$ cat src/rtl/dma_irq_pkg.sv
package dma_irq_pkg;

   localparam int NUM_KIND    = 5;
   localparam int KIND_STRIDE = 8;

   // Kind order fixes the address of each register group.
   typedef enum logic [2:0] {
      KIND_XFER = 3'd0,
      KIND_BLK  = 3'd1,
      KIND_SRC  = 3'd2,
      KIND_DST  = 3'd3,
      KIND_FLT  = 3'd4
   } irq_kind_e;

   localparam int RAW_BASE  = 'h2C0;
   localparam int MSKD_BASE = 'h2E8;
   localparam int MASK_BASE = 'h310;
   localparam int CLR_BASE  = 'h338;

   function automatic int kind_addr(input int base, input int kind);
      return base + kind * KIND_STRIDE;
   endfunction

endpackage

$ cat src/rtl/dma_irq_mask_reg.sv
module dma_irq_mask_reg #(
   parameter int NUM_CH = 8,
   parameter int DATA_W = 32,
   parameter int WE_OFS = 8
) (
   input  logic              clk,
   input  logic              rst_n,
   input  logic              wr_hit,
   input  logic [DATA_W-1:0] wdata,
   output logic [NUM_CH-1:0] mask_q
);

   logic [NUM_CH-1:0] we_bits;
   logic [NUM_CH-1:0] val_bits;

   assign we_bits  = wdata[WE_OFS +: NUM_CH];
   assign val_bits = wdata[NUM_CH-1:0];

   always_ff @(posedge clk or negedge rst_n) begin
      if (!rst_n) begin
         mask_q <= '0;
      end else if (wr_hit) begin
         for (int n = 0; n < NUM_CH; n++) begin
            if (we_bits[n]) mask_q[n] <= val_bits[n];
         end
      end
   end

   // no enabled bit, no change
   p_mask_hold_r3: assert property (@(posedge clk) disable iff (!rst_n)
      (!wr_hit || we_bits == '0) |=> $stable(mask_q));

   // enabled bits take the written value
   p_mask_take_r3: assert property (@(posedge clk) disable iff (!rst_n)
      wr_hit |=> ((mask_q & $past(we_bits)) == ($past(val_bits) & $past(we_bits))));

endmodule

$ cat src/rtl/dma_irq_status.sv
module dma_irq_status #(
   parameter int NUM_CH = 8
) (
   input  logic              clk,
   input  logic              rst_n,
   input  logic [NUM_CH-1:0] evt,
   input  logic              clr_hit,
   input  logic [NUM_CH-1:0] clr_bits,
   output logic [NUM_CH-1:0] raw_q
);

   logic [NUM_CH-1:0] clr_eff;

   assign clr_eff = clr_hit ? clr_bits : '0;

   always_ff @(posedge clk or negedge rst_n) begin
      if (!rst_n) raw_q <= '0;
      else        raw_q <= (raw_q & ~clr_eff) | evt;
   end

   // a pulse always lands, even against a clear
   p_set_wins_r6: assert property (@(posedge clk) disable iff (!rst_n)
      (evt != '0) |=> ((raw_q & $past(evt)) == $past(evt)));

   // cleared bits without a pulse drop
   p_clear_r5: assert property (@(posedge clk) disable iff (!rst_n)
      (clr_hit && evt == '0) |=> ((raw_q & $past(clr_bits)) == '0));

   // set bits stay set without a clear
   p_sticky_r4: assert property (@(posedge clk) disable iff (!rst_n)
      (!clr_hit) |=> ((raw_q & $past(raw_q)) == $past(raw_q)));

endmodule

$ cat src/rtl/dma_irq_rd_mux.sv
module dma_irq_rd_mux
   import dma_irq_pkg::*;
#(
   parameter int NUM_CH = 8,
   parameter int ADDR_W = 12,
   parameter int DATA_W = 32
) (
   input  logic [ADDR_W-1:0]                bus_addr,
   input  logic [NUM_KIND-1:0][NUM_CH-1:0] raw,
   input  logic [NUM_KIND-1:0][NUM_CH-1:0] mskd,
   input  logic [NUM_KIND-1:0][NUM_CH-1:0] mask,
   output logic [DATA_W-1:0]                rdata
);

   logic [NUM_KIND-1:0] raw_sel, mskd_sel, mask_sel;

   for (genvar k = 0; k < NUM_KIND; k++) begin : g_dec
      localparam logic [ADDR_W-1:0] A_RAW  = ADDR_W'(kind_addr(RAW_BASE, k));
      localparam logic [ADDR_W-1:0] A_MSKD = ADDR_W'(kind_addr(MSKD_BASE, k));
      localparam logic [ADDR_W-1:0] A_MASK = ADDR_W'(kind_addr(MASK_BASE, k));
      assign raw_sel[k]  = (bus_addr == A_RAW);
      assign mskd_sel[k] = (bus_addr == A_MSKD);
      assign mask_sel[k] = (bus_addr == A_MASK);
   end

   always_comb begin
      rdata = '0;
      for (int k = 0; k < NUM_KIND; k++) begin
         if (raw_sel[k])  rdata[NUM_CH-1:0] = rdata[NUM_CH-1:0] | raw[k];
         if (mskd_sel[k]) rdata[NUM_CH-1:0] = rdata[NUM_CH-1:0] | mskd[k];
         if (mask_sel[k]) rdata[NUM_CH-1:0] = rdata[NUM_CH-1:0] | mask[k];
      end
   end

   // at most one register answers an address
   p_one_sel_r10: assert final ($countones({raw_sel, mskd_sel, mask_sel}) <= 1);

endmodule

$ cat src/rtl/dma_irq_unit.sv
module dma_irq_unit
   import dma_irq_pkg::*;
#(
   parameter int NUM_CH = 8,
   parameter int ADDR_W = 12,
   parameter int DATA_W = 32,
   parameter int WE_OFS = 8
) (
   input  logic              clk,
   input  logic              rst_n,
   input  logic [ADDR_W-1:0] bus_addr,
   input  logic              bus_wr,
   input  logic [DATA_W-1:0] bus_wdata,
   output logic [DATA_W-1:0] bus_rdata,
   input  logic [NUM_CH-1:0] evt_xfer_done,
   input  logic [NUM_CH-1:0] evt_blk_done,
   input  logic [NUM_CH-1:0] evt_src_done,
   input  logic [NUM_CH-1:0] evt_dst_done,
   input  logic [NUM_CH-1:0] evt_fault,
   output logic              irq_o
);

   localparam int TOP_ADDR = CLR_BASE + (NUM_KIND - 1) * KIND_STRIDE;

   if (NUM_CH < 1 || NUM_CH > WE_OFS) begin : g_chk_ch
      $error("dma_irq_unit: NUM_CH must be between 1 and WE_OFS");
   end
   if (WE_OFS + NUM_CH > DATA_W) begin : g_chk_data
      $error("dma_irq_unit: enable field does not fit in DATA_W");
   end
   if (TOP_ADDR >= (1 << ADDR_W)) begin : g_chk_addr
      $error("dma_irq_unit: ADDR_W too narrow for the register map");
   end

   logic [NUM_KIND-1:0][NUM_CH-1:0] evt_all;
   logic [NUM_KIND-1:0][NUM_CH-1:0] raw_all;
   logic [NUM_KIND-1:0][NUM_CH-1:0] mask_all;
   logic [NUM_KIND-1:0][NUM_CH-1:0] mskd_all;
   logic                            any_mskd;
   logic                            irq_q;

   assign evt_all[KIND_XFER] = evt_xfer_done;
   assign evt_all[KIND_BLK]  = evt_blk_done;
   assign evt_all[KIND_SRC]  = evt_src_done;
   assign evt_all[KIND_DST]  = evt_dst_done;
   assign evt_all[KIND_FLT]  = evt_fault;

   for (genvar k = 0; k < NUM_KIND; k++) begin : g_kind
      localparam logic [ADDR_W-1:0] A_MASK = ADDR_W'(kind_addr(MASK_BASE, k));
      localparam logic [ADDR_W-1:0] A_CLR  = ADDR_W'(kind_addr(CLR_BASE, k));

      logic mask_wr, clr_wr;
      assign mask_wr = bus_wr && (bus_addr == A_MASK);
      assign clr_wr  = bus_wr && (bus_addr == A_CLR);

      dma_irq_mask_reg #(
         .NUM_CH (NUM_CH),
         .DATA_W (DATA_W),
         .WE_OFS (WE_OFS)
      ) u_mask (
         .clk    (clk),
         .rst_n  (rst_n),
         .wr_hit (mask_wr),
         .wdata  (bus_wdata),
         .mask_q (mask_all[k])
      );

      dma_irq_status #(
         .NUM_CH (NUM_CH)
      ) u_stat (
         .clk      (clk),
         .rst_n    (rst_n),
         .evt      (evt_all[k]),
         .clr_hit  (clr_wr),
         .clr_bits (bus_wdata[NUM_CH-1:0]),
         .raw_q    (raw_all[k])
      );

      assign mskd_all[k] = raw_all[k] & mask_all[k];
   end

   assign any_mskd = |mskd_all;

   always_ff @(posedge clk or negedge rst_n) begin
      if (!rst_n) irq_q <= 1'b0;
      else        irq_q <= any_mskd;
   end

   assign irq_o = irq_q;

   dma_irq_rd_mux #(
      .NUM_CH (NUM_CH),
      .ADDR_W (ADDR_W),
      .DATA_W (DATA_W)
   ) u_rd (
      .bus_addr (bus_addr),
      .raw      (raw_all),
      .mskd     (mskd_all),
      .mask     (mask_all),
      .rdata    (bus_rdata)
   );

   // the interrupt line trails the masked status by one cycle
   p_irq_lag_r8: assert property (@(posedge clk) disable iff (!rst_n)
      $past(rst_n) |-> (irq_o == $past(any_mskd)));

   // with every mask clear, the line drops on the next cycle
   p_irq_masked_r7: assert property (@(posedge clk) disable iff (!rst_n)
      (mask_all == '0) |=> !irq_o);

endmodule

$ cat config.mk
export PLATFORM = sky130hd
export DESIGN_NAME = dma_irq_unit
export DESIGN_NICKNAME = d
export VERILOG_FILES = /design/src/rtl/dma_irq_pkg.sv /design/src/rtl/dma_irq_mask_reg.sv /design/src/rtl/dma_irq_status.sv /design/src/rtl/dma_irq_rd_mux.sv /design/src/rtl/dma_irq_unit.sv
export SDC_FILE = /design/constraint.sdc
export NUM_CORES = 1
export LEC_CHECK = 0
export BUFFER_PORTS_ARGS = -buffer_cell sky130_fd_sc_hd__buf_4
export CORE_MARGIN = 2
export CORE_UTILIZATION = 40
export CTS_CLUSTER_SIZE = 14
export DETAILED_ROUTE_END_ITERATION = 10
export GPL_TIMING_DRIVEN = 0
export PLACE_DENSITY = 0.66
export REMOVE_ABC_BUFFERS = 1
export SLEW_MARGIN = 25
export SYNTH_ARGS = -nofsm -noshare
export SYNTH_HDL_FRONTEND = slang
export SYNTH_SLANG_ARGS = --single-unit
$ cat constraint.sdc
create_clock -name clk -period 2.2 [get_ports clk]
set_input_delay 0.11 -clock clk [delete_from_list [all_inputs] [get_ports clk]]
set_output_delay 0.11 -clock clk [all_outputs]
set_load 0.05 [all_outputs]
==> metrics.txt, run 1 <==
# TYPE chip_impl_metric gauge
chip_impl_info{name="result_of_the_run",value="complete, but fails checks"} 1
chip_impl_info{name="failed_checks",value="setup timing"} 1
chip_impl_info{name="clock_tree_from_tritoncts",value="yes"} 1
chip_impl_metric{name="port-buffer-count",unit=""} 79
chip_impl_metric{name="synth_area",unit="µm²"} 4820
chip_impl_metric{name="viasPerCell",unit=""} 6.11
chip_impl_metric{name="utilization",unit=""} 0.533
chip_impl_metric{name="syn_avg_cell_area",unit="µm²"} 10.1
chip_impl_info{name="final_cell_mix",value="96 x nand2_1, 87 x buf_4, 81 x dfrtp_1"} 1
chip_impl_metric{name="clock_skew",unit="ns"} 0.00870
chip_impl_metric{name="total_half_perimeter_wirelength_after_legalization_and_detailed_placement",unit="mm"} 10.6
chip_impl_info{name="dominantRegCellSynth",value="dfrtp_1"} 1
chip_impl_metric{name="synth_cells",unit=""} 478
chip_impl_metric{name="dieHeight",unit="µm"} 114
chip_impl_metric{name="drive_above_1_share",unit=""} 0.308
chip_impl_metric{name="pre_cts_ws",unit="ns"} -0.580
chip_impl_metric{name="via_count",unit=""} 4567
chip_impl_metric{name="design.core.area",unit="µm²"} 11900
chip_impl_metric{name="synthArstFlopShare",unit=""} 1.00
chip_impl_metric{name="placement.cell_area",unit="µm²"} 5440
chip_impl_metric{name="crit_required",unit="ns"} 2.43
chip_impl_info{name="worst_setup_path_end_kind",value="register"} 1
chip_impl_metric{name="synthesis.yosys.warnings",unit=""} 0
chip_impl_metric{name="routed_length_per_placed_instance",unit="µm"} 21.1
chip_impl_metric{name="initialDrtViolationCount",unit=""} 438
chip_impl_metric{name="antenna_violations_before_repair",unit=""} 0
chip_impl_metric{name="gp_congestion",unit=""} 0.922
chip_impl_metric{name="synth.yosys.seq_area_share",unit=""} 0.420
chip_impl_info{name="startpoint_type",value="input pin"} 1
chip_impl_metric{name="clk_pin_slew",unit="ns"} 0.06
chip_impl_metric{name="globalRoute.totalOverflow",unit=""} 0
chip_impl_metric{name="worst_ir_drop_vdd",unit="mV"} 0.352
chip_impl_metric{name="max-clock-path-buffers",unit=""} 2
chip_impl_info{name="mostFrequentLayoutCell",value="nand2_1"} 1
chip_impl_metric{name="whs",unit="ns"} 0.0865
chip_impl_metric{name="num_rows",unit=""} 40
chip_impl_metric{name="final_net_count",unit=""} 682
chip_impl_metric{name="worstMarginPinSlew",unit="ns"} 0.937
chip_impl_metric{name="global_route.usage.total",unit=""} 0.248
chip_impl_metric{name="p_per_area",unit="nW/µm²"} 538
chip_impl_metric{name="clkSinkCount",unit=""} 81
chip_impl_metric{name="ys_seq_elements",unit=""} 81
chip_impl_metric{name="htreeDepth",unit=""} 3
chip_impl_info{name="min-delay-path-class",value="input pin to register"} 1
chip_impl_metric{name="static-leakage-power",unit="µW"} 0.00259
chip_impl_metric{name="diodes",unit=""} 0
chip_impl_metric{name="grt_pass1_vias",unit=""} 4472
chip_impl_metric{name="start_util",unit=""} 0.405
chip_impl_metric{name="dr.pass1.iters",unit=""} 5
chip_impl_metric{name="syn_to_final_growth",unit="%"} 31.7
chip_impl_metric{name="max_freq",unit="MHz"} 435
chip_impl_metric{name="die_w",unit="µm"} 114
chip_impl_metric{name="setup_slack",unit="ns"} -0.0995
chip_impl_metric{name="numCtsBuffers",unit=""} 9
chip_impl_metric{name="slew-limit-headroom",unit=""} 0.372
chip_impl_metric{name="timing.final.hold_violations",unit=""} 0
chip_impl_metric{name="floorplan.io_pins",unit=""} 120
chip_impl_info{name="path_class",value="input pin to register"} 1
chip_impl_info{name="grt_setup_unrepaired",value="true"} 1
chip_impl_metric{name="grt_pass1_wl",unit="mm"} 24.2
chip_impl_metric{name="grt_max_degree",unit=""} 82
chip_impl_metric{name="fin_crit_sh",unit=""} 1.05
chip_impl_metric{name="clock_latency_on_the_worst_skew_pair",unit="ns"} 0.35
chip_impl_metric{name="drc_errors",unit=""} 0
chip_impl_metric{name="ant_nets",unit=""} 0
chip_impl_metric{name="synth_enable_flop_cells",unit=""} 0
chip_impl_metric{name="timing.setup.tns",unit="ns"} -0.886
chip_impl_metric{name="critical_path.max_fanout",unit=""} 9
chip_impl_metric{name="cp_data_arrival_time",unit="ns"} 2.53
chip_impl_metric{name="route.final.wire_length",unit="mm"} 15.8
chip_impl_metric{name="max_cap_viol_count",unit=""} 0
chip_impl_metric{name="final_cell_area",unit="µm²"} 6350
chip_impl_metric{name="synthDistinctLibCells",unit=""} 55
chip_impl_metric{name="die_area",unit="µm²"} 12900
chip_impl_info{name="ctsRootBufferMaster",value="clkbuf_16"} 1
chip_impl_metric{name="setup_viol_count_final",unit=""} 17
chip_impl_metric{name="final_period_minus_worst_setup_slack",unit="ns"} 2.30
chip_impl_metric{name="final_max_slew_viol_count",unit=""} 0
[registers in the layout, indices dropped and copies added (netlist names)]
| name | cells |
|---|---|
| g_kind.u_mask.mask_q | 40 |
| g_kind.u_stat.raw_q | 40 |
| irq_o | 1 |
[layer usage]
metal | up-vias | track usage | share of wire
li1 | 2003 | - | -
met1 | 2178 | 0.319 | 0.40
met3 | 70 | 0.0664 | 0.11
met4 | 0 | 0.115 | 0.041
met2 | 316 | 0.391 | 0.45
met5 | - | 0 | 0
[worst max-delay path: stages]
cell and delay, ns:
buf_4 0.15, nor4_2 0.63, buf_2 0.34, nand4_1 0.27, nor2_2 0.56, nand2_1 0.15
mux2_2 0.31
[layout make-up]
type                            instances  area, µm²
Timing Repair Buffer                  131       1090
Clock inverter                          3       40.0
Sequential cell                        81       2030
Inverter                                3       11.3
Fill cell                            1030       5560
Clock buffer                           13        250
Multi-Input combinational cell        369       2740
Tap cell                              147        184
[logic make-up (layout without fill, tap and decap cells)]
kind of cell	Yosys count	count (layout)	share of synthesized area
DFF	81	81	0.420
muxes	52	52	0.134
buffers and inverters	51	150	0.0618
and+or+nand+nor	163	163	0.167
other	1	24	0.000778
AOI/OAI and AO/OA	130	130	0.216
[stage by stage]
step | instances | power [µW]
after CTS | 742 | 3430
after global placement | 679 | 1870
final | 747 | 3420
after global routing | 747 | 3540
after floorplan | 453 | 1680
after detailed placement | 680 | 1880
[power breakdown]
group	leakage [µW]	total [µW]	internal (µW)	switching, µW
clock	0.000144	1490	907	580
combinational	0.00153	437	168	269
sequential	0.000923	1500	1490	2.45
[cells in the mapped netlist (all sizes together) (3+ instances only)]
master	number	area, µm²
mux2	47	559
nor4	6	65.1
or4	3	22.5
a21o	43	323
and2	4	25.0
a22o	12	105
nor2b	3	18.8
mux4	3	67.6
buf	36	241
o22ai	3	18.8
nor2	13	51.3
o211ai	3	22.5
o2111ai	4	35.0
inv	3	11.3
nand3	9	45.0
nand3b	5	37.5
dfrtp	81	2030
a32oi	8	70.1
a31oi	3	18.8
a22oi	11	82.6
nor3	4	30.0
a221oi	9	78.8
a41o	4	40.0
a222oi	3	30.0
nand4	6	37.5
nand2	96	360
a21oi	7	35.0
clkbuf	12	45.0
a32o	10	100
[final timing paths]
check | start | endpoint | slack, ns | cells after the start
worst max-delay path | bus_addr[3] | g_kind[0].u_mask.mask_q[1] | -0.1 | 7
worst min-delay path | bus_wdata[3] | g_kind[4].u_mask.mask_q[3] | 0.09 | 2
worst max register to register | g_kind[1].u_stat.raw_q[6] | irq_o | 0.29 | 4
worst min register to register | g_kind[0].u_stat.raw_q[5] | g_kind[0].u_stat.raw_q[5] | 0.54 | 1
max in group asynchronous | rst_n | g_kind[4].u_stat.raw_q[7] | 1.33 | 2
min in group asynchronous | rst_n | g_kind[3].u_stat.raw_q[2] | 0.37 | 2
[timing repair]
| item | 4_1_cts | 5_1_grt |
|---|---|---|
| setup endpoints to repair | 64 | 35 |
| endpoints found under the hold margin | 100 | 0 |
| setup buffers | 5 | 5 |
| pin swaps | 1 | 3 |
| hold buffers | 41 | 0 |
| gates resized for setup | 23 | 9 |
No activity file was read; power rests on OpenSTA's default activity.
==> run 2: changes to the inputs <==
==> constraint.sdc (replaced) <==
create_clock -name clk -period 2.8 [get_ports clk]
set_input_delay 0.14 -clock clk [delete_from_list [all_inputs] [get_ports clk]]
set_output_delay 0.14 -clock clk [all_outputs]
set_load 0.05 [all_outputs]
==> run 2 against run 1 <==
Compared with the run above: the flow now finishes without violations; hold slack improved by 0.028 ns; via count is 1.2% lower; core utilization decreased by 1.6 points; wire length down 0.80%; combinational power is 24% lower; first-iteration DRC count increased by 12%; cell count fell by 1.3%; critical path type is now input pin to primary output; sequential cell count is the same; highest routed layer unchanged; sequential power decreased by 21%; total power decreased by 22%.
==> metrics.txt, run 2 (synthesis gave the netlist of run 1 again) <==
# TYPE chip_impl_metric gauge
chip_impl_metric{name="layout.filler_cells",unit=""} 1047
chip_impl_metric{name="route.final.wire_length",unit="mm"} 15.7
chip_impl_metric{name="final_net_count",unit=""} 672
chip_impl_metric{name="placement.cell_area",unit="µm²"} 5440
chip_impl_metric{name="num_rows",unit=""} 40
chip_impl_metric{name="clock_latency_on_the_worst_skew_pair",unit="ns"} 0.35
chip_impl_info{name="clock_tree_from_tritoncts",value="yes"} 1
chip_impl_metric{name="syn_to_final_growth",unit="%"} 27.7
chip_impl_metric{name="design.core.area",unit="µm²"} 11900
chip_impl_metric{name="globalRoute.totalOverflow",unit=""} 0
chip_impl_metric{name="grt_max_degree",unit=""} 82
chip_impl_metric{name="crit_required",unit="ns"} 2.66
chip_impl_metric{name="total_half_perimeter_wirelength_after_legalization_and_detailed_placement",unit="mm"} 10.6
chip_impl_metric{name="static-leakage-power",unit="µW"} 0.00250
chip_impl_metric{name="htreeDepth",unit=""} 3
chip_impl_metric{name="cts.repair_timing.setup_buffer_count",unit=""} 0
chip_impl_metric{name="timing.final.hold_violations",unit=""} 0
chip_impl_info{name="startpoint_type",value="input pin"} 1
chip_impl_metric{name="viasPerCell",unit=""} 6.12
chip_impl_metric{name="number_of_cells_on_the_worst_reg_to_reg_path",unit=""} 4
chip_impl_metric{name="final_max_slew_viol_count",unit=""} 0
chip_impl_info{name="min-delay-path-class",value="input pin to register"} 1
chip_impl_metric{name="grt_pass1_wl",unit="mm"} 24.0
chip_impl_metric{name="slew-limit-headroom",unit=""} 0.262
chip_impl_metric{name="clkSinkCount",unit=""} 81
chip_impl_metric{name="port-buffer-count",unit=""} 79
chip_impl_metric{name="clk_pin_slew",unit="ns"} 0.06
chip_impl_metric{name="fin_crit_sh",unit=""} 0.941
chip_impl_metric{name="dr.pass1.iters",unit=""} 7
chip_impl_metric{name="global_route.usage.total",unit=""} 0.245
chip_impl_metric{name="grt_pass1_vias",unit=""} 4426
chip_impl_info{name="path_class",value="input pin to primary output"} 1
chip_impl_metric{name="design_power_total",unit="µW"} 2680
chip_impl_metric{name="rrSetupSlack",unit="ns"} 0.88
chip_impl_info{name="worstHoldEndpoint",value="g_kind[4].u_mask.mask_q[3]"} 1
chip_impl_metric{name="initialDrtViolationCount",unit=""} 490
chip_impl_info{name="mostFrequentLayoutCell",value="nand2_1"} 1
chip_impl_metric{name="p_per_area",unit="nW/µm²"} 435
chip_impl_metric{name="dieHeight",unit="µm"} 114
chip_impl_metric{name="die_w",unit="µm"} 114
chip_impl_metric{name="antenna_violations_before_repair",unit=""} 0
chip_impl_metric{name="ant_nets",unit=""} 0
chip_impl_metric{name="critical_path.max_fanout",unit=""} 9
chip_impl_metric{name="final_period_minus_worst_setup_slack",unit="ns"} 2.63
chip_impl_metric{name="floorplan.io_pins",unit=""} 120
chip_impl_info{name="critical_path.reg2reg.endpoint",value="irq_o"} 1
chip_impl_info{name="worst_setup_path_end_kind",value="primary output"} 1
chip_impl_metric{name="setup_viol_count_final",unit=""} 0
chip_impl_metric{name="cp_data_arrival_time",unit="ns"} 2.49
chip_impl_metric{name="start_util",unit=""} 0.405
chip_impl_metric{name="gp_congestion",unit=""} 0.922
chip_impl_metric{name="worstMarginPinSlew",unit="ns"} 1.10
chip_impl_metric{name="drc_errors",unit=""} 0
chip_impl_metric{name="max_freq",unit="MHz"} 380
chip_impl_metric{name="final_cell_area",unit="µm²"} 6150
chip_impl_metric{name="max_cap_viol_count",unit=""} 0
chip_impl_metric{name="numCtsBuffers",unit=""} 9
chip_impl_info{name="final_cell_mix",value="96 x nand2_1, 81 x dfrtp_1, 78 x buf_4"} 1
chip_impl_info{name="ctsRootBufferMaster",value="clkbuf_16"} 1
chip_impl_metric{name="die_area",unit="µm²"} 12900
chip_impl_metric{name="drive_above_1_share",unit=""} 0.268
chip_impl_metric{name="diodes",unit=""} 0
chip_impl_metric{name="via_count",unit=""} 4510
chip_impl_info{name="grt_setup_unrepaired",value="false"} 1
chip_impl_metric{name="final_cell_count_no_fill",unit=""} 737
chip_impl_metric{name="worst_ir_drop_vdd",unit="mV"} 0.278
chip_impl_info{name="worst_hold_launch",value="bus_wdata[3]"} 1
chip_impl_info{name="worst_r2r_startpoint",value="g_kind[1].u_stat.raw_q[6]"} 1
chip_impl_metric{name="max-clock-path-buffers",unit=""} 2
chip_impl_info{name="result_of_the_run",value="finished, final reports clean"} 1
chip_impl_metric{name="hold_depth",unit=""} 2
chip_impl_metric{name="place.detailed.instances",unit=""} 680
chip_impl_metric{name="routed_length_per_placed_instance",unit="µm"} 21.2
chip_impl_metric{name="clock_skew",unit="ns"} 0.00646
run 2: worst max-delay path by stage:
stage / to / start / slack, ns
floorplan: bus_rdata[6] / bus_addr[2] / 0.32
global placement: g_kind[4].u_mask.mask_q[4] / bus_addr[3] / -0.90
detailed placement: g_kind[4].u_mask.mask_q[1] / bus_addr[3] / -0.01
CTS: bus_rdata[3] / bus_addr[2] / 0.01
global route: bus_rdata[5] / bus_addr[2] / 0.10
finish: bus_rdata[3] / bus_addr[3] / 0.17
run 2: power by group:
part	switching (µW)	internal, µW	total [µW]
clock network	457	713	1170
logic	204	128	331
registers	1.92	1170	1180
total	663	2010	2680
run 2: timing repair:
action                                  in CTS  in global routing
endpoints found under the setup margin       0                  4
hold buffers                                40                  1
endpoints found under the hold margin       40                 81
resized for setup                            0                  2
run 2: layer usage:
layer | vias up | part of all wire | global-route usage | wire, µm
met5 | - | 0 | 0 | 0
met4 | 0 | 0.045 | 0.116 | 704
met3 | 78 | 0.11 | 0.0648 | 1670
met2 | 316 | 0.44 | 0.382 | 6930
met1 | 2143 | 0.41 | 0.318 | 6370
li1 | 1973 | - | - | -
run 2: final cells by class:
cell class | instances | area [µm²] | share of cell area
multi-input combinational | 369 | 2630 | 0.427
sequential | 81 | 2030 | 0.329
timing repair buffer | 121 | 1010 | 0.164
clock buffer | 13 | 250 | 0.0407
tap | 147 | 184 | 0.0299
clock inverter | 3 | 40.0 | 0.00651
inverter | 3 | 11.3 | 0.00183
run 2: metrics by stage:
stage	utilization	TNS (ns)	worst slack, ns	hold WS, ns
finish	0.517	0	0.166	0.115
CTS	0.514	0	0.0135	0.0203
floorplan	-	0	0.323	-0.156
global placement	0.453	-22.18	-0.902	0.318
detailed placement	0.456	-0.0170	-0.0105	0.321
global route	0.517	0	0.101	0.117
run 2: critical path, cell delays in order:
cell,delay (ns)
buf_4,0.15
or4_1,0.73
nor3_1,0.70
a32o_1,0.28
a22oi_1,0.09
o2111ai_1,0.15
buf_4,0.26
